==> src/rtl/sa_pkg.sv <==
package sa_pkg;

   // Compute cycles for a DIM x DIM mesh: the last cell sees its final operand pair
   // after 2*(DIM-1) cycles of skew plus DIM operand pairs.
   function automatic int run_steps(input int dim);
      return 3 * dim - 2;
   endfunction

   // Smallest accumulator width that cannot overflow for a full dot product.
   function automatic int acc_width_min(input int op_w, input int dim);
      return 2 * op_w + $clog2(dim);
   endfunction

   typedef enum logic [1:0] {
      PH_IDLE = 2'd0,
      PH_RUN  = 2'd1,
      PH_DONE = 2'd2
   } phase_t;

endpackage

==> src/rtl/sa_ctrl.sv <==
module sa_ctrl
   import sa_pkg::*;
#(
   parameter int DIM = 2
) (
   input  logic                                 clk,
   input  logic                                 rst_n,
   input  logic                                 start,
   output logic [$clog2(run_steps(DIM)+1)-1:0]  step,
   output logic                                 en,
   output logic                                 clr,
   output logic                                 busy,
   output logic                                 done
);
   localparam int NSTEP  = run_steps(DIM);
   localparam int STEP_W = $clog2(NSTEP + 1);

   phase_t phase_q;
   logic [STEP_W-1:0] step_q;

   always_ff @(posedge clk) begin
      if (!rst_n) begin
         phase_q <= PH_IDLE;
         step_q  <= '0;
      end else if (start) begin
         phase_q <= PH_RUN;
         step_q  <= STEP_W'(1);
      end else begin
         case (phase_q)
            PH_RUN: begin
               if (step_q == STEP_W'(NSTEP)) begin
                  phase_q <= PH_DONE;
                  step_q  <= '0;
               end else begin
                  step_q  <= step_q + STEP_W'(1);
               end
            end
            PH_DONE: phase_q <= PH_IDLE;
            default: phase_q <= PH_IDLE;
         endcase
      end
   end

   assign step = step_q;
   assign busy = (phase_q == PH_RUN);
   assign done = (phase_q == PH_DONE);
   assign en   = busy && !start;
   assign clr  = start;

   // done lasts exactly one cycle unless a new run begins
   p_done_one_cycle_r6: assert property (@(posedge clk) disable iff (!rst_n)
      done |=> !done);

   // the last compute step is followed by done
   p_last_step_done_r6: assert property (@(posedge clk) disable iff (!rst_n)
      (busy && step_q == STEP_W'(NSTEP) && !start) |=> done);

   // the step counter stays inside the run window while busy
   p_step_range_r6: assert property (@(posedge clk) disable iff (!rst_n)
      busy |-> (step_q >= STEP_W'(1) && step_q <= STEP_W'(NSTEP)));

   // a start always begins a fresh run at step 1
   p_restart_r8: assert property (@(posedge clk) disable iff (!rst_n)
      start |=> (busy && step_q == STEP_W'(1)));

endmodule

==> src/rtl/sa_feeder.sv <==
module sa_feeder
   import sa_pkg::*;
#(
   parameter int DIM  = 2,
   parameter int OP_W = 8
) (
   input  logic                                 clk,
   input  logic                                 rst_n,
   input  logic                                 start,
   input  logic [DIM*DIM*OP_W-1:0]              a_mat,
   input  logic [DIM*DIM*OP_W-1:0]              b_mat,
   input  logic [$clog2(run_steps(DIM)+1)-1:0]  step,
   output logic signed [OP_W-1:0]               left_edge [DIM],
   output logic signed [OP_W-1:0]               top_edge  [DIM]
);
   localparam int NSTEP  = run_steps(DIM);
   localparam int STEP_W = $clog2(NSTEP + 1);
   localparam int NELEM  = DIM * DIM;

   logic signed [OP_W-1:0] a_q [NELEM];
   logic signed [OP_W-1:0] b_q [NELEM];

   // Matrices are captured on the start edge so later input changes are ignored.
   for (genvar e = 0; e < NELEM; e++) begin : g_cap
      always_ff @(posedge clk) begin
         if (!rst_n) begin
            a_q[e] <= '0;
            b_q[e] <= '0;
         end else if (start) begin
            a_q[e] <= a_mat[e*OP_W +: OP_W];
            b_q[e] <= b_mat[e*OP_W +: OP_W];
         end
      end
   end

   // Row r of A enters the left edge r cycles late, so at step s it carries
   // A(r, s-1-r); column c of B enters the top edge c cycles late. Outside
   // each stream's window the edge carries zero.
   for (genvar r = 0; r < DIM; r++) begin : g_edge
      always_comb begin
         left_edge[r] = '0;
         top_edge[r]  = '0;
         for (int k = 0; k < DIM; k++) begin
            if (step == STEP_W'(r + k + 1)) begin
               left_edge[r] = a_q[r*DIM + k];
               top_edge[r]  = b_q[k*DIM + r];
            end
         end
      end
   end

   // with no run step active both edges are zero-padded
   p_idle_zero_r4: assert property (@(posedge clk) disable iff (!rst_n)
      (step == '0) |-> (left_edge[0] == '0 && top_edge[0] == '0));

   // the capture registers follow the ports only on a start edge
   p_capture_r7: assert property (@(posedge clk) disable iff (!rst_n)
      !start |=> (a_q[0] == $past(a_q[0]) && b_q[0] == $past(b_q[0])));

endmodule

==> src/rtl/sa_pe.sv <==
module sa_pe #(
   parameter int OP_W  = 8,
   parameter int ACC_W = 18
) (
   input  logic                     clk,
   input  logic                     rst_n,
   input  logic                     clr,
   input  logic                     en,
   input  logic signed [OP_W-1:0]   u_in,
   input  logic signed [OP_W-1:0]   l_in,
   output logic signed [OP_W-1:0]   d_out,
   output logic signed [OP_W-1:0]   r_out,
   output logic signed [ACC_W-1:0]  acc
);
   localparam int PROD_W = 2 * OP_W;

   logic signed [PROD_W-1:0] prod;
   logic signed [ACC_W-1:0]  prod_ext;

   assign prod     = u_in * l_in;
   assign prod_ext = {{(ACC_W-PROD_W){prod[PROD_W-1]}}, prod};

   always_ff @(posedge clk) begin
      if (!rst_n || clr) begin
         acc   <= '0;
         d_out <= '0;
         r_out <= '0;
      end else if (en) begin
         acc   <= acc + prod_ext;
         d_out <= u_in;
         r_out <= l_in;
      end
   end

   // a clear empties the accumulator
   p_clear_r1: assert property (@(posedge clk) disable iff (!rst_n)
      clr |=> (acc == '0));

   // outside a compute step the total is frozen
   p_hold_idle_r7: assert property (@(posedge clk) disable iff (!rst_n)
      (!en && !clr) |=> $stable(acc));

   // operands move one cell down and right per compute step (forms the skew)
   p_pass_r4: assert property (@(posedge clk) disable iff (!rst_n)
      (en && !clr) |=> (d_out == $past(u_in) && r_out == $past(l_in)));

   // a zero operand leaves the total unchanged
   p_zero_pad_r3: assert property (@(posedge clk) disable iff (!rst_n)
      (en && !clr && (u_in == '0 || l_in == '0)) |=> $stable(acc));

endmodule

==> src/rtl/sa_matmul.sv <==
module sa_matmul
   import sa_pkg::*;
#(
   parameter int DIM   = 2,
   parameter int OP_W  = 8,
   parameter int ACC_W = 18
) (
   input  logic                      clk,
   input  logic                      rst_n,
   input  logic                      start,
   input  logic [DIM*DIM*OP_W-1:0]   a_mat,
   input  logic [DIM*DIM*OP_W-1:0]   b_mat,
   output logic                      busy,
   output logic                      done,
   output logic [DIM*DIM*ACC_W-1:0]  c_mat
);
   localparam int NSTEP  = run_steps(DIM);
   localparam int STEP_W = $clog2(NSTEP + 1);

   // Elaboration-time parameter checks
   if (DIM < 1) begin : g_bad_dim
      $error("sa_matmul: DIM must be at least 1");
   end
   if (OP_W < 2) begin : g_bad_opw
      $error("sa_matmul: OP_W must be at least 2");
   end
   if (ACC_W < acc_width_min(OP_W, DIM)) begin : g_bad_accw
      $error("sa_matmul: ACC_W too narrow for a full dot product");
   end

   logic [STEP_W-1:0] step;
   logic              en;
   logic              clr;

   logic signed [OP_W-1:0]  left_edge [DIM];
   logic signed [OP_W-1:0]  top_edge  [DIM];
   logic signed [OP_W-1:0]  hbus [DIM][DIM+1];
   logic signed [OP_W-1:0]  vbus [DIM+1][DIM];
   logic signed [ACC_W-1:0] tot  [DIM][DIM];

   sa_ctrl #(.DIM(DIM)) u_ctrl (
      .clk   (clk),
      .rst_n (rst_n),
      .start (start),
      .step  (step),
      .en    (en),
      .clr   (clr),
      .busy  (busy),
      .done  (done)
   );

   sa_feeder #(.DIM(DIM), .OP_W(OP_W)) u_feed (
      .clk       (clk),
      .rst_n     (rst_n),
      .start     (start),
      .a_mat     (a_mat),
      .b_mat     (b_mat),
      .step      (step),
      .left_edge (left_edge),
      .top_edge  (top_edge)
   );

   for (genvar i = 0; i < DIM; i++) begin : g_row
      assign hbus[i][0] = left_edge[i];
      assign vbus[0][i] = top_edge[i];
      for (genvar j = 0; j < DIM; j++) begin : g_col
         sa_pe #(.OP_W(OP_W), .ACC_W(ACC_W)) u_pe (
            .clk   (clk),
            .rst_n (rst_n),
            .clr   (clr),
            .en    (en),
            .u_in  (vbus[i][j]),
            .l_in  (hbus[i][j]),
            .d_out (vbus[i+1][j]),
            .r_out (hbus[i][j+1]),
            .acc   (tot[i][j])
         );
         assign c_mat[(i*DIM+j)*ACC_W +: ACC_W] = tot[i][j];
      end
   end

   // done and busy never overlap
   p_done_not_busy_r6: assert property (@(posedge clk) disable iff (!rst_n)
      done |-> !busy);

   // results are held between runs
   p_hold_results_r7: assert property (@(posedge clk) disable iff (!rst_n)
      (!busy && !start) |=> $stable(c_mat));

   // a start clears all totals on the next cycle
   p_start_clears_r1: assert property (@(posedge clk) disable iff (!rst_n)
      start |=> (c_mat == '0));

endmodule

==> config.mk <==
export PLATFORM = sky130hd
export DESIGN_NAME = sa_matmul
export DESIGN_NICKNAME = d
export VERILOG_FILES = /design/src/rtl/sa_pkg.sv /design/src/rtl/sa_ctrl.sv /design/src/rtl/sa_feeder.sv /design/src/rtl/sa_pe.sv /design/src/rtl/sa_matmul.sv
export SDC_FILE = /design/constraint.sdc
export NUM_CORES = 1
export LEC_CHECK = 0
export BUFFER_PORTS_ARGS = -buffer_cell sky130_fd_sc_hd__buf_2
export CORE_AREA = 10 10 221 223
export CTS_CLUSTER_DIAMETER = 50
export DETAILED_ROUTE_END_ITERATION = 8
export DIE_AREA = 0 0 231 233
export GPL_TIMING_DRIVEN = 0
export PLACE_DENSITY = 0.63
export SLEW_MARGIN = 20
export SYNTH_ARGS = -nofsm -noshare
export SYNTH_HDL_FRONTEND = slang
export SYNTH_SLANG_ARGS = --single-unit
export TNS_END_PERCENT = 10
==> constraint.sdc <==
create_clock -name clk -period 7 [get_ports clk]
set_clock_uncertainty 0.15 [all_clocks]
set_input_delay 0.7 -clock clk [delete_from_list [all_inputs] [get_ports clk]]
set_output_delay 0.7 -clock clk [all_outputs]
set_load 0.01 [all_outputs]
### Word-level counts from Yosys, hierarchy flattened

Memories as Yosys holds them, arrays and structs flattened.
Cells that the tools add are included.

| word-level totals | value |
|---|---|
| memories kept | 2 |
| logic and storage cells | 73 |
| bits of input ports | 67 |
| bits in registers | 109 |
| bits in writable memories | 64 |

| operators by class | value |
|---|---|
| multiplexer cells | 26 |
| equality and inequality tests | 7 |
| add/sub/neg operators | 5 |
| reduce and logical (&&, ||, !) cells | 7 |
| $mul | 4 |
| bitwise operators | 10 |

Memories:

| name | words | width | read ports | clocked after Yosys merged registers in | wr ports | RTL line | source |
|---|---|---|---|---|---|---|---|
| u_feed.a_q | 4 | 8 | 4 | 0 | 4 | sa_feeder.sv:20 | `logic signed [OP_W-1:0] a_q [NELEM];` |
| u_feed.b_q | 4 | 8 | 4 | 0 | 4 | sa_feeder.sv:21 | `logic signed [OP_W-1:0] b_q [NELEM];` |

Operators with widths:

| cell | number |
|---|---|
| two-way mux 8 bit | 16 |
| adder 18 x 16 -> 18 bit | 4 |
| multiplier 8 x 8 -> 16 bit | 4 |
| two-way mux 1 bit | 9 |
| bitwise OR 1 bit | 8 |
| equality test 3 x 2 -> 1 bit, second input constant | 2 |
| adder 3 x 1 -> 3 bit, second input constant | 1 |
| equality test 3 x 1 -> 1 bit, second input constant | 1 |
| equality test 3 bit, second input constant | 1 |
| two-way mux 3 bit | 1 |
| inequality test 3 bit, second input constant | 1 |
| OR reduction 3 bit | 1 |
| equality test 2 x 1 -> 1 bit, second input constant | 1 |
| equality test 2 bit, second input constant | 1 |
| zero test 1 bit | 2 |
| NOT 1 bit | 2 |
| nonzero test 2 bit | 1 |
| OR reduction 2 bit | 1 |
| logical AND 1 bit | 1 |
| logical OR 1 bit | 1 |

### Depth between registers and ports, before layout

Gate-level depths: netlist of the first run.

| logic depth | value |
|---|---|
| depth after elaboration | 5 |
| depth in mapped cells | 25 |
| depth with buffers taken out | 23 |

### Hierarchy

Synthesis of the first run repeated with hierarchy kept, for this count alone.

| second synthesis, totals | value |
|---|---|
| cell total of the unflattened synthesis | 2152 |
| area, all modules | 21468.1 µm² |

Modules (own cells, without submodules):

| module | times used | area an instance (µm²) | cells each |
|---|---|---|---|
| sa_pe at g_row[0].g_col[1].u_pe ... | 2 | 4493.1 | 467 |
| sa_pe at g_row[0].g_col[0].u_pe | 1 | 4561.9 | 475 |
| sa_pe at g_row[1].g_col[1].u_pe | 1 | 4545.6 | 477 |
| sa_feeder | 1 | 3091.7 | 237 |
| sa_ctrl | 1 | 282.8 | 29 |

### Worst setup path before layout of the first run

No wires, ideal clock.

| path | value |
|---|---|
| kind | flip-flop to flip-flop |
| from | reg u_ctrl.step_q[0], in the netlist u_ctrl.step[0] |
| to | reg g_row[1].g_col[0].u_pe.acc[15] |
| arrival time | 5.949 ns |
| period minus slack after synthesis | 6.231 ns |
| path slack | 0.769 ns |
| required time | 6.717 ns |
| cell stages (with the launch flop) | 24 |
| buffers on the path | 2 |
| path through | dfxtp_1 > ha_1 > ha_1 > clkbuf_1 > clkbuf_1 > nand2_1 > o21ai_1 > and2_1 > inv_1 > fa_1 > inv_1 > fa_1 > fa_1 > fa_1 > inv_1 > fa_1 > inv_1 > ha_1 > o21ai_0 > o21ai_0 > a221oi_1 > o21ai_0 > xnor2_1 > a21oi_1 |

| on the way | value |
|---|---|
| word-level cells in the longest chain between the ends | 5 |
| elaborated cells between the ends (all ways) | 6 |
| those cells by class | add/sub: 1; mul: 1; eq/ne: 2; mux: 2 |

Ends and longest elaborated chain:

| what | RTL line | source |
|---|---|---|
| start, declared | sa_ctrl.sv:19 | `logic [STEP_W-1:0] step_q;` |
| start signal, assigned | sa_ctrl.sv:35 | `step_q <= step_q + STEP_W'(1);` |
| equality test 3 x 2 -> 1 bit | sa_feeder.sv:44 | `if (step == STEP_W'(r + k + 1)) begin` |
| two-way mux 8 bit | sa_feeder.sv:44 |  |
| two-way mux 8 bit * | sa_feeder.sv:44 |  |
| multiplier 8 x 8 -> 16 bit * | sa_pe.sv:20 | `assign prod = u_in * l_in;` |
| adder 18 x 16 -> 18 bit * | sa_pe.sv:29 | `acc <= acc + prod_ext;` |
| end signal, assigned | sa_pe.sv:29 |  |
| end, declared | sa_pe.sv:13 | `output logic signed [ACC_W-1:0] acc` |

Mark *: on every way between the ends. The rest lies on a longest branch, timed or not.
A chain may end at the register's enable or synchronous reset.

### Final worst setup path of the first run

| path | value |
|---|---|
| from | reg u_ctrl.step_q[0], in the netlist u_ctrl.step[0] |
| to | reg g_row[0].g_col[1].u_pe.acc[17] |

| on the way | value |
|---|---|
| word-level cells in the longest chain between the ends | 5 |
| elaborated cells between the ends (all ways) | 6 |
| those cells by class | add/sub: 1; mul: 1; eq/ne: 2; mux: 2 |

Ends and longest elaborated chain:

| what | RTL line |
|---|---|
| equality test 3 x 2 -> 1 bit | sa_feeder.sv:44 |
| two-way mux 8 bit | sa_feeder.sv:44 |
| two-way mux 8 bit * | sa_feeder.sv:44 |
| multiplier 8 x 8 -> 16 bit * | sa_pe.sv:20 |
| adder 18 x 16 -> 18 bit * | sa_pe.sv:29 |
| end signal, assigned | sa_pe.sv:29 |
| end, declared | sa_pe.sv:13 |

Marks and branches as above.

==> results of run 1 <==
## worst paths after layout
path / start / to / slack [ns] / cells past startpoint
min: g_row[1].g_col[1].u_pe.acc[5]$_SDFFE_PP0P_ / g_row[1].g_col[1].u_pe.acc[5]$_SDFFE_PP0P_ / 0.33 / 2
max: u_ctrl.step[0]$_SDFFE_PN0P_ / g_row[0].g_col[1].u_pe.acc[17]$_SDFFE_PP0P_ / 0.35 / 21
min reg2reg: g_row[1].g_col[1].u_pe.acc[5]$_SDFFE_PP0P_ / g_row[1].g_col[1].u_pe.acc[5]$_SDFFE_PP0P_ / 0.33 / 2
max reg2reg: u_ctrl.step[0]$_SDFFE_PN0P_ / g_row[0].g_col[1].u_pe.acc[17]$_SDFFE_PP0P_ / 0.35 / 21
## worst max-delay path, cell delays in order, from the launching register on
cell and delay, ns:
dfxtp_1 0.36, inv_1 0.11, ha_1 0.17, nor2b_1 0.12, buf_2 0.21, nand2_1 0.09
o21ai_1 0.42, and2_2 0.50, inv_1 0.10, fa_1 0.50, inv_1 0.06, fa_1 0.48
fa_1 0.58, fa_1 0.43, fa_1 0.45, ha_1 0.35, a21oi_2 0.17, o22ai_2 0.13
o41ai_2 0.48, a211o_1 0.19, o31ai_1 0.07, a2111o_1 0.40
## layer usage
layer | vias to the layer above | share of wire [%] | track usage (%)
li1 | 6981 | - | -
met1 | 7444 | 44 | 26.61
met2 | 476 | 48 | 34.49
met3 | 64 | 6.5 | 3.833
met4 | 2 | 2.3 | 5.982
met5 | - | 0.024 | 0
## final cells by class
cell class                 count  area, sq um
buffer                        80        331.6
clock buffer                  18        429.2
clock inverter                14        165.2
fill                        4204        22080
inverter                     407         1528
multi-input combinational   1434        13970
sequential                   173         4104
tap                          592        740.7
timing repair buffer         145        767.0
## cell usage in the layout (no fill, tap or decap), drive strengths merged, types with 64 or more instances in the layout
cell,synthesis,final
dfxtp,109,109
nor2,118,118
edfxtp,64,64
fa,320,320
a21oi,86,86
ha,173,173
inv,407,416
and3,73,73
buf,24,168
nand2,229,229
clkbuf,56,75
and2,66,66
## cells in the mapped netlist, types with 5 or more instances
| cell | number |
|---|---|
| a211o_1 | 7 |
| a211oi_1 | 38 |
| a21o_1 | 13 |
| a21oi_1 | 84 |
| a221o_1 | 5 |
| a22o_1 | 15 |
| a22oi_1 | 16 |
| and2_1 | 66 |
| and3_1 | 73 |
| and4_1 | 5 |
| buf_1 | 10 |
| buf_2 | 11 |
| clkbuf_1 | 56 |
| dfxtp_1 | 109 |
| edfxtp_1 | 64 |
| fa_1 | 320 |
| ha_1 | 173 |
| inv_1 | 406 |
| nand2_1 | 229 |
| nand2b_1 | 16 |
| nand3_1 | 17 |
| nand4_1 | 6 |
| nor2_1 | 118 |
| nor2b_1 | 37 |
| nor3_1 | 17 |
| nor4_1 | 5 |
| o211ai_1 | 10 |
| o21a_1 | 11 |
| o21ai_0 | 31 |
| o21ai_1 | 10 |
| o21bai_1 | 6 |
| xnor2_1 | 48 |
| xor2_1 | 8 |
## what timing repair did
item,4_1_cts,5_1_grt
pin swaps,0,1
resized for setup,7,28
setup endpoints to repair,13,17
setup buffers,0,2
## registers in the layout, summed over array words and instances (netlist names)
name / count
u_feed.a_q: 32
g_row.g_col.u_pe.acc: 72
g_row.g_col.u_pe.d_out: 16
u_ctrl.step: 3
g_row.g_col.u_pe.r_out: 16
u_ctrl.phase_q: 2
u_feed.b_q: 32
## through the flow
step | cells | utilization [%] | setup WS, ns | hold WS, ns | cell area [sq um]
floorplan | 2094 | - | 0.7687 | 0.3381 | 19800
global placement | 2826 | 48.15 | -0.5605 | 0.3074 | 21240
detailed placement | 2829 | 48.28 | -0.6088 | 0.3154 | 21300
CTS | 2861 | 49.67 | -0.01090 | 0.3293 | 21920
global route | 2863 | 49.95 | 0.02370 | 0.3522 | 22040
finish | 2863 | 49.95 | 0.3494 | 0.3271 | 22040
## power groups by stage
stage	logic (W)	registers, W	clock network (W)
after detailed placement	0.000472	0.00115	0
final	0.000481	0.00113	0.00100
after global routing	0.000541	0.00113	0.00105
after global placement	0.000461	0.00115	0
after floorplan	0.000312	0.00114	0
after CTS	0.000478	0.00112	0.00102
## cell families after synthesis
| family | share of synthesized area [%] |
|---|---|
| and+or+nand+nor | 14.63 |
| adders and majority gates | 43.28 |
| buffers and inverters | 9.357 |
| AOI/OAI and AO/OA | 9.294 |
| DFF | 20.72 |
| xor gates and xnor gates | 2.559 |
| muxes | 0.1516 |
==> summary.md, run 1 <==
| Metric | Value |
|---|---|
| Outcome | `complete, no violations` |
| Area Overhead vs Synth | `11.30%` |
| Port-buffer cells | `140` |
| Synth area leader | `fa_1` |
| Clock tree sinks | `173` |
| Clk slew on worst S/H paths | `0.08 ns` |
| LEAKAGE | `11.20 nW` |
| Core area | `0.04412 sq mm` |
| Synth top area share | `32.35%` |
| Crit path DAT | `6.84 ns` |
| GR Util All Layers | `20.55%` |
| Post-synthesis cell type count | `61` |
| CTS Hold Buffers Added | `0` |
| Starting Density | `44.88%` |
| Die height | `233 microns` |
| Unrepaired setup endpoints after global routing | `false` |
| ANT cells | `0` |
| CTS Buffer Depth | `2` |
| Synthesis warning total | `0` |
| Post-synth EDFFs | `64` |
| DR DRC count | `0` |
| Min cycle time layout | `6.651 ns` |
| Asr flop ratio synth | `0%` |
| Sw frac | `33.09%` |
| Vias | `14970` |
| Vias in the first global route | `15840` |
| Synth Instances | `2094` |
| Slew HR | `23.12%` |
| Clock Power Share | `38.4%` |
| Max-cap violations | `0` |
| Nature of the critical path startpoint | `flop` |
| Combinational share of power | `18.4%` |
| Synth Net Count | `2654` |
| NumNets Final | `2818` |
| Routed len/inst | `18.72 microns` |
| Vias per cell | `5.228` |
| Starting DRT DRC Count | `971` |
| Net switching power figure | `0.0008639 W` |
| Setup crit end kind | `flop` |
| Peak Freq | `0.1504 GHz` |
| Flop and latch count out of synthesis | `173` |
| Register area share after synthesis | `20.72%` |
| Depth of the CTS H-tree | `4` |
| Gr ovfl total | `0` |
| Max-slew violations | `0` |
| # IOs | `141` |
| Sequential power share | `43.1%` |
| Die Width | `231 microns` |
| PnR Total Power | `0.002611 W` |
| Final hold violation count | `0` |
| Power Density | `118.5 mW/mm^2` |
| Class of the worst hold path | `flop to flop` |
| CP Class | `flop to flop` |
| RePlAce Congestion | `0.8906` |
| VDD IR-drop max | `170.9 uV` |
| Mean post-synth cell area | `9.457 sq um` |
| Worst Tran Pin Value | `1.149 ns` |
| Setup TNS Final | `0 ns` |
| Layout cells sized above 1 | `10.17%` |
| Main synth FF type | `dfxtp_1` |
| Initial antenna violation count | `1` |
| Endpoints failing setup | `0` |
| Final period util | `95.01%` |
| Num CTS Buffers | `17` |
| Root buf cell | `clkbuf_16` |
| Cell-internal power | `0.001747 W` |
| Clock tree from TritonCTS | `done` |
| Row count | `77` |
| Worst-path maximum fanout | `11` |
| Total wire length | `53600 microns` |
| Synth Cell Area | `0.01980 sq mm` |
| Pin count of the biggest net entering global routing | `37` |
| First-pass GRT wire length | `86470 microns` |
| WP data required | `7.19 ns` |
| HPWL after DPL | `43660 microns` |
| Clock latency on the worst-skew pair | `0.46 ns` |
| Die Area | `0.05382 sq mm` |
| Drt pass-1 iters | `5` |
| Antenna violation net count after detailed routing | `0` |
| Top post-synthesis cells by area | `fa_1 32%, dfxtp_1 11%, ha_1 11%` |
Note: power is estimated with default switching activity, not from simulation.
==> run 2: changes to the inputs <==
- ABC_AREA: unset -> 1
- CORE_AREA: 10 10 221 223 -> 10 10 228 230
- DIE_AREA: 0 0 231 233 -> 0 0 238 240
- PLACE_DENSITY: 0.63 -> 0.74
==> summary.md, run 2 <==
| Metric | Value |
|---|---|
| Outcome | `complete, no violations` |
| Starting Density | `44.46% (-0.42 points)` |
| Crit path top cell by count | `fa_1` |
| GR Util All Layers | `19.96% (-0.60 points)` |
| Sw frac | `36.35% (+3.3 points)` |
| Synth area leader | `fa_1` |
| Die Width | `238 microns (+3.0%)` |
| Vias per cell | `4.880 (-6.7%)` |
| WP data required | `7.22 ns (+0.03 ns)` |
| Final hold violation count | `0 (unchanged)` |
| Clock Power Share | `34.3% (-4.1 points)` |
| Worst r2r dst | `g_row[0].g_col[1].u_pe.acc[11]$_SDFFE_PP0P_` |
| Clock tree sinks | `173 (unchanged)` |
| Most common cell after layout, fill and taps aside | `inv_1` |
| Vias | `16600 (+11%)` |
| # resized after CTS | `0 (-7)` |
| VDD IR-drop max | `139.6 uV (-18%)` |
| Register area share after synthesis | `19.50% (-1.2 points)` |
| Commonest cells after routing, fill and taps aside | `707 x inv_1, 519 x nand2_1, 320 x fa_1` |
| Nature of the critical path startpoint | `flop` |
| Multiplexer share of the synthesized area | `0% (-0.15 points)` |
| Flop and latch count out of synthesis | `173 (unchanged)` |
| Synth Instances | `2613 (+25%)` |
| Synthesis warning total | `0 (unchanged)` |
| Synth Area in Adders | `40.72% (-2.6 points)` |
| Number of flip-flops in the largest register | `72 (unchanged)` |
| Unrepaired setup endpoints after global routing | `false` |
| Antenna violation net count after detailed routing | `0 (unchanged)` |
| Final period util | `93.16% (-1.9 points)` |
| Starting DRT DRC Count | `1194 (+23%)` |
| Count leader, synth | `inv_1` |
| Synth top area share | `30.43% (-1.9 points)` |
| Synth Cell Area | `0.02105 sq mm (+6.3%)` |
| Asr flop ratio synth | `0% (unchanged)` |
| Worst reg-to-reg setup slack | `0.48 ns (+0.13 ns)` |
| Area Overhead vs Synth | `9.975%` |
| RePlAce Congestion | `0.9215 (+3.5%)` |
| Simple-gate share of the synthesized area | `17.12% (+2.5 points)` |
| Cell count of the worst reg-to-reg path | `23 (+9.5%)` |
| Most frequent cells after synthesis | `707 x inv_1, 519 x nand2_1, 320 x fa_1, 220 x nor2_1, 173 x ha_1` |
| CTS Hold Buffers Added | `0 (unchanged)` |
| Initial antenna violation count | `1 (unchanged)` |
| Largest registers | `g_row.g_col.u_pe.acc (72), u_feed.a_q (32), u_feed.b_q (32)` |
| Class of the worst hold path | `flop to flop` |
| Postcts setup bufs | `0 (unchanged)` |
| Reg-to-reg startpoint | `u_ctrl.step[0]$_SDFFE_PN0P_` |
| Non-filler cells, final | `3402 (+19%)` |
| Worst-path maximum fanout | `11 (unchanged)` |
| Peak Freq | `0.1534 GHz (+2.0%)` |
| Port-buffer cells | `140 (unchanged)` |
| NumNets Final | `3333 (+18%)` |
| Net switching power figure | `0.001058 W (+22%)` |
| Num CTS Buffers | `17 (unchanged)` |
| Slowest-stage cell, CP | `nor2_2` |
| Min cycle time layout | `6.521 ns (-0.1297 ns)` |
| Worst Tran Pin Value | `1.056 ns (-0.09313 ns)` |
| Power Density | `125.7 mW/mm^2 (+6.1%)` |
| Pin count of the biggest net entering global routing | `66 (+78%)` |
| Setup TNS Final | `0 ns (unchanged)` |
| Die height | `240 microns (+3.0%)` |
| Sequential power share | `39.4% (-3.7 points)` |
| Synth Area in XOR/XNOR | `1.290% (-1.3 points)` |
| First-pass GRT wire length | `89330 microns (+3.3%)` |
| Core area | `0.04735 sq mm (+7.3%)` |
| # IOs | `141 (unchanged)` |
| Post-synth EDFFs | `64 (unchanged)` |
| Main synth FF type | `dfxtp_1` |
| WP buf/inv | `6 (+2)` |
| Clock latency on the worst-skew pair | `0.48 ns (+0.02 ns)` |
| Post-synthesis cell type count | `43 (-30%)` |
| Total wire length | `54330 microns (+1.4%)` |
| Top post-synthesis cells by area | `fa_1 30%, inv_1 13%, dfxtp_1 10%` |
| Max-cap violations | `0 (unchanged)` |
| Vias in the first global route | `16970 (+7.2%)` |
| Crit path DAT | `6.74 ns (-0.10 ns)` |
| Critical Path End | `g_row[0].g_col[1].u_pe.acc[11]$_SDFFE_PP0P_` |
| Die Area | `0.05712 sq mm (+6.1%)` |
| Endpoints failing setup | `0 (unchanged)` |
| Setup crit end kind | `flop` |
| HPWL after DPL | `44490 microns (+1.9%)` |
| Compound-Gate Fraction of Synth Area | `6.705% (-2.6 points)` |
| Max-slew violations | `0 (unchanged)` |
| CP max stage delay | `0.67 ns (+0.09 ns)` |
| Crit path max-delay family | `adder cells` |
| Placed cell count | `3369 (+19%)` |
| Hold Path Origin | `g_row[1].g_col[1].u_pe.acc[2]$_SDFFE_PP0P_` |
| LEAKAGE | `13.45 nW (+20%)` |
| DR DRC count | `0 (unchanged)` |
| Combinational share of power | `26.3% (+7.9 points)` |
| Critical Path Source | `u_ctrl.step[0]$_SDFFE_PN0P_` |
| Gr ovfl total | `0 (unchanged)` |
| Layout cells sized above 1 | `9.835% (-0.34 points)` |
| Cell Chain, Critical Path | `ha_1 > ha_1 > inv_2 > buf_2 > nand3_1 > and2_1 > buf_6 > nor2_2 > inv_1 > fa_1 > inv_1 > fa_1 > fa_1 > fa_1 > fa_1 > ha_1 > a21oi_1 > nand3_2 > a21oi_1 > xor2_1 > nand2_1 > nand2_1 > inv_1` |
| Synth Net Count | `3173 (+20%)` |
| Routed len/inst | `15.97 microns (-15%)` |
| Clock tree from TritonCTS | `done` |
| Slew HR | `29.61% (+6.5 points)` |
| Drt pass-1 iters | `5 (unchanged)` |
| Mean post-synth cell area | `8.055 sq um (-15%)` |
| CP Depth | `23 (+9.5%)` |
| Largest family of logic cells by synthesized area | `adder cells` |
| CTS Buffer Depth | `2 (unchanged)` |
| Depth of the CTS H-tree | `4 (unchanged)` |
| Root buf cell | `clkbuf_16` |
| Min-Delay Path Depth | `2 (unchanged)` |
| Row count | `80 (+3.9%)` |
| Largest register by flop count | `g_row.g_col.u_pe.acc` |
| Clk slew on worst S/H paths | `0.08 ns (about the same)` |
| Cell-internal power | `0.001852 W (+6.0%)` |
| CP Class | `flop to flop` |
-- run 2: changes by cell type after synthesis, moves of 39 or more --
| cell | change |
|---|---|
| nand3_1 | +67 |
| nor2_1 | +102 |
| nand2_1 | +290 |
| inv_1 | +301 |
| and2_1 | -56 |
| and3_1 | -73 |
| o21ai_0 | +39 |
-- run 2: layout make-up --
class,instances,area [sq um]
Fill cell,4508,24200
Multi-Input combinational cell,1647,13860
Sequential cell,173,4104
Inverter,721,2709
Tap cell,615,769.5
Timing Repair Buffer,141,728.2
Clock buffer,17,425.4
Buffer,72,381.6
Clock inverter,15,163.9
Antenna cell,1,2.502
-- run 2: worst min-delay path by stage --
stage	to	slack [ns]
2_1_floorplan	u_ctrl.step[1]$_SDFFE_PP0P_	0.35
3_3_place_gp	g_row[1].g_col[1].u_pe.acc[3]$_SDFFE_PP0P_	0.35
3_5_place_dp	g_row[0].g_col[0].u_pe.acc[1]$_SDFFE_PP0P_	0.36
4_1_cts	u_feed.b_q[0][5]$_SDFFCE_PN0P_	0.35
5_1_grt	u_feed.b_q[3][3]$_SDFFCE_PN0P_	0.37
6_report	g_row[1].g_col[1].u_pe.acc[2]$_SDFFE_PP0P_	0.36
-- run 2: kinds of logic (layout without fill, tap and decap cells) --
kind of cell               after synthesis  in the layout
and+or+nand+nor                        878            878
buffers and inverters                  793            966
adders and majority gates              493            493
AOI/OAI and AO/OA                      245            245
DFF                                    173            173
xor gates and xnor gates                31             31
other                                    0              1
-- run 2: layer usage --
metal	part of all wire, %	global-route usage [%]	wire length [microns]
met5	0	0	0
met4	3.1	7.010	1696
met3	8.7	5.610	4741
met2	46	32.57	25140
met1	42	24.94	22750
-- run 2: metrics by stage --
step	area (sq um)	hold WS, ns	util [%]	total power [W]	setup WS [ns]
floorplan	21050	0.3485	-	0.001681	1.120
global placement	22520	0.3489	47.56	0.001906	0.2980
detailed placement	22550	0.3578	47.63	0.001926	0.5311
CTS	23140	0.3542	48.88	0.002921	0.4882
global route	23150	0.3741	48.89	0.003074	0.03413
finish	23150	0.3610	48.89	0.002910	0.4791
-- run 2: worst register-to-register path, cell delays in order, from the launching register on --
cell     delay [ns]
dfxtp_1        0.35
ha_1           0.22
ha_1           0.22
inv_2          0.07
buf_2          0.25
nand3_1        0.10
and2_1         0.20
buf_6          0.17
nor2_2         0.67
inv_1          0.14
fa_1           0.53
inv_1          0.06
fa_1           0.48
fa_1           0.58
fa_1           0.45
fa_1           0.39
ha_1           0.38
a21oi_1        0.24
nand3_2        0.15
a21oi_1        0.19
xor2_1         0.20
nand2_1        0.10
nand2_1        0.11
inv_1          0.04
-- run 2: power by group through the flow --
| stage | clock network [W] | logic (W) | registers [W] |
|---|---|---|---|
| after detailed placement | 0 | 0.000755 | 0.00117 |
| after global placement | 0 | 0.000735 | 0.00117 |
| after CTS | 0.00101 | 0.000763 | 0.00115 |
| after global routing | 0.00105 | 0.000870 | 0.00116 |
| after floorplan | 0 | 0.000512 | 0.00117 |
| final | 0.000998 | 0.000764 | 0.00115 |
==> run 3: changes to the inputs <==
- CORE_AREA: 10 10 228 230 -> 10 10 234 236
- DIE_AREA: 0 0 238 240 -> 0 0 244 246
- SYNTH_HIERARCHICAL: unset -> 1
==> summary.md, run 3 <==
| Metric | Value |
|---|---|
| Max-cap violations | `0 (unchanged)` |
| Most common cell after layout, fill and taps aside | `inv_1` |
| LEAKAGE | `14.29 nW (+6.2%)` |
| WP data required | `7.20 ns (-0.02 ns)` |
| DR DRC count | `0 (unchanged)` |
| CTS Hold Buffers Added | `0 (unchanged)` |
| Mean post-synth cell area | `7.890 sq um (-2.0%)` |
| RePlAce Congestion | `0.8895 (-3.5%)` |
| PnR Total Power | `0.002585 W (-11%)` |
| Met1 WL | `22240 microns (-2.2%)` |
| Setup TNS Final | `0 ns (unchanged)` |
| Final period util | `87.02% (-6.1 points)` |
| Clk slew on worst S/H paths | `0.08 ns (about the same)` |
| Crit path DAT | `6.29 ns (-0.45 ns)` |
| CP Class | `flop to flop` |
| Die Width | `244 microns (+2.5%)` |
| Storage cell area | `0.004104 sq mm (unchanged)` |
| Met3 wire length | `2580 microns (-46%)` |
| Unrepaired setup endpoints after global routing | `false` |
| Final Core Density | `47.07% (-1.8 points)` |
| ANT cells | `0 (-1)` |
| Total wire length | `50850 microns (-6.4%)` |
| Synth Net Count | `3257 (+2.6%)` |
| Nature of the critical path startpoint | `flop` |
| Row count | `82 (+2.5%)` |
| Worst r2r dst | `g_row[0].g_col[0].u_pe/acc[17]$_SDFFE_PP0P_` |
| Area Overhead vs Synth | `10.17%` |
| DR top layer | `met5` |
| Clock tree from TritonCTS | `done` |
| Core area | `0.04986 sq mm (+5.3%)` |
| Cell count of the worst reg-to-reg path | `23 (unchanged)` |
| Drt pass-1 iters | `5 (unchanged)` |
| HPWL after DPL | `42210 microns (-5.1%)` |
| GR Util All Layers | `17.65% (-2.3 points)` |
| Root buf cell | `clkbuf_16` |
| Min-Delay Path Depth | `2 (unchanged)` |
| Hold Path End | `g_row[1].g_col[0].u_pe/r_out[5]$_SDFFE_PP0P_` |
| Max-slew violations | `0 (unchanged)` |
| Class of the worst hold path | `flop to flop` |
| CTS Buffer Depth | `2 (unchanged)` |
| Peak Freq | `0.1642 GHz (+7.1%)` |
| Commonest cells after routing, fill and taps aside | `690 x inv_1, 586 x nand2_1, 320 x fa_1` |
| Postcts setup bufs | `0 (unchanged)` |
| Port-buffer cells | `140 (unchanged)` |
| Synth Instances | `2700 (+3.3%)` |
| Vias | `16600 (+0.012%)` |
| Endpoints failing setup | `0 (unchanged)` |
| Initial antenna violation count | `2 (+1)` |
| CP max stage delay | `0.75 ns (+0.08 ns)` |
| Cell Chain, Critical Path | `buf_6 > buf_12 > nand4_1 > nand2_1 > clkbuf_1 > nand2_1 > fa_1 > inv_1 > fa_1 > inv_1 > fa_1 > inv_1 > fa_1 > ha_1 > ha_1 > nand2_1 > nor2_1 > and2_1 > nand2_2 > nand2_2 > nand3_1 > nand2_1 > a21oi_2` |
| Gr ovfl total | `0 (unchanged)` |
| First-pass GRT wire length | `85660 microns (-4.1%)` |
| VDD IR-drop max | `161.9 uV (+16%)` |
| Clock latency on the worst-skew pair | `0.47 ns (about the same)` |
| Synth Cell Area | `0.02130 sq mm (+1.2%)` |
| Largest registers | `g_row.g_col.u_pe/acc (72), u_feed/a_q (32), u_feed/b_q (32)` |
| Final Instance Area | `0.02347 sq mm (+1.4%)` |
| Starting DRT DRC Count | `1092 (-8.5%)` |
| Die height | `246 microns (+2.5%)` |
| Hold Path Origin | `g_row[1].g_col[0].u_pe/r_out[5]$_SDFFE_PP0P_` |
| Depth of the CTS H-tree | `4 (unchanged)` |
| Vias per cell | `4.683 (-4.0%)` |
| Antenna violation net count after detailed routing | `0 (unchanged)` |
| Outcome | `complete, no violations` |
| Slowest-stage cell, CP | `fa_1` |
| Reg-to-reg startpoint | `u_ctrl/step[1]$_SDFFE_PP0N_` |
| Met2 Wirelength | `24820 microns (-1.3%)` |
| Layout cells sized above 1 | `10.02% (+0.19 points)` |
| # IOs | `141 (unchanged)` |
| Largest register by flop count | `g_row.g_col.u_pe/acc` |
| Worst-path maximum fanout | `10 (-1)` |
| Worst reg-to-reg setup slack | `0.91 ns (+0.43 ns)` |
| Vias in the first global route | `17170 (+1.1%)` |
| Die Area | `0.06002 sq mm (+5.1%)` |
| # resized after CTS | `0 (unchanged)` |
| Synthesis warning total | `6 (+6)` |
| Setup crit end kind | `flop` |
| Min cycle time layout | `6.091 ns (-0.4295 ns)` |
| Multi-input logic area | `0.01391 sq mm (+0.33%)` |
| Number of flip-flops in the largest register | `72 (unchanged)` |
| Clock tree sinks | `173 (unchanged)` |
| NumNets Final | `3417 (+2.5%)` |
| Power Density | `110.1 mW/mm^2 (-12%)` |
| Starting Density | `42.73% (-1.7 points)` |
| Worst Tran Pin Value | `0.9821 ns (-0.07371 ns)` |
| Pin count of the biggest net entering global routing | `53 (-20%)` |
| Fill cell count | `4887 (+8.4%)` |
| Num CTS Buffers | `17 (unchanged)` |
| Post-DP Area | `0.02288 sq mm (+1.5%)` |
| Slew HR | `34.29% (+4.7 points)` |
| Final hold violation count | `0 (unchanged)` |
| Routed len/inst | `14.34 microns (-10%)` |
## run 3: per-layer routing
metal,up-vias,global-route usage (%)
met2,344,30.41
met5,-,0
met1,7957,22.32
li1,8235,-
met3,63,2.705
met4,4,5.790
## run 3: final cells by class
type,count,area share [%]
multi-input cells,1693,59.27
flip-flops and latches,173,17.49
inverters,711,11.37
well taps,672,3.582
repair buffers,141,3.103
plain buffers,123,2.682
clock buffers,17,1.813
clock inverters,15,0.6984
## run 3: critical path, delay by kind of cell, from the launching register on
kind,cells,cell delay (ns)
AO/OA/AOI/OAI,1,0.06
adder cells (fa/ha/maj),6,3.03
buffers and inverters,6,1.06
flip-flops,1,0.53
AND/OR/NAND/NOR,10,1.16
## run 3: report_power, final
group          total [W]  switching [W]  internal (W)
logic           0.000484       0.000312      0.000172
clock network   0.000989       0.000506      0.000482
registers        0.00111      0.0000240       0.00109
total            0.00258       0.000843       0.00174
## run 3: through the flow
stage          cells  setup WS, ns  hold slack, ns
6_report        3545        0.9086          0.3123
5_1_grt         3545        0.5430          0.3334
4_1_cts         3545        0.9406          0.3131
3_5_place_dp    3513        0.9476          0.3012
3_3_place_gp    3512         1.027          0.2995
2_1_floorplan   2700         1.757          0.2878
## run 3: worst max-delay path by stage
stage,from,cells after the start,end,slack (ns)
global placement,u_ctrl/step[0]$_SDFFE_PN0P_,23,g_row[0].g_col[0].u_pe/acc[17]$_SDFFE_PP0P_,1.03
global route,u_ctrl/step[0]$_SDFFE_PN0P_,24,g_row[0].g_col[0].u_pe/acc[17]$_SDFFE_PP0P_,0.54
CTS,u_ctrl/step[0]$_SDFFE_PN0P_,23,g_row[0].g_col[0].u_pe/acc[17]$_SDFFE_PP0P_,0.94
detailed placement,u_ctrl/step[0]$_SDFFE_PN0P_,23,g_row[0].g_col[0].u_pe/acc[17]$_SDFFE_PP0P_,0.95
floorplan,u_ctrl/step[2]$_SDFFE_PP0N_,24,g_row[0].g_col[0].u_pe/acc[14]$_SDFFE_PP0P_,1.76
finish,u_ctrl/step[1]$_SDFFE_PP0N_,23,g_row[0].g_col[0].u_pe/acc[17]$_SDFFE_PP0P_,0.91
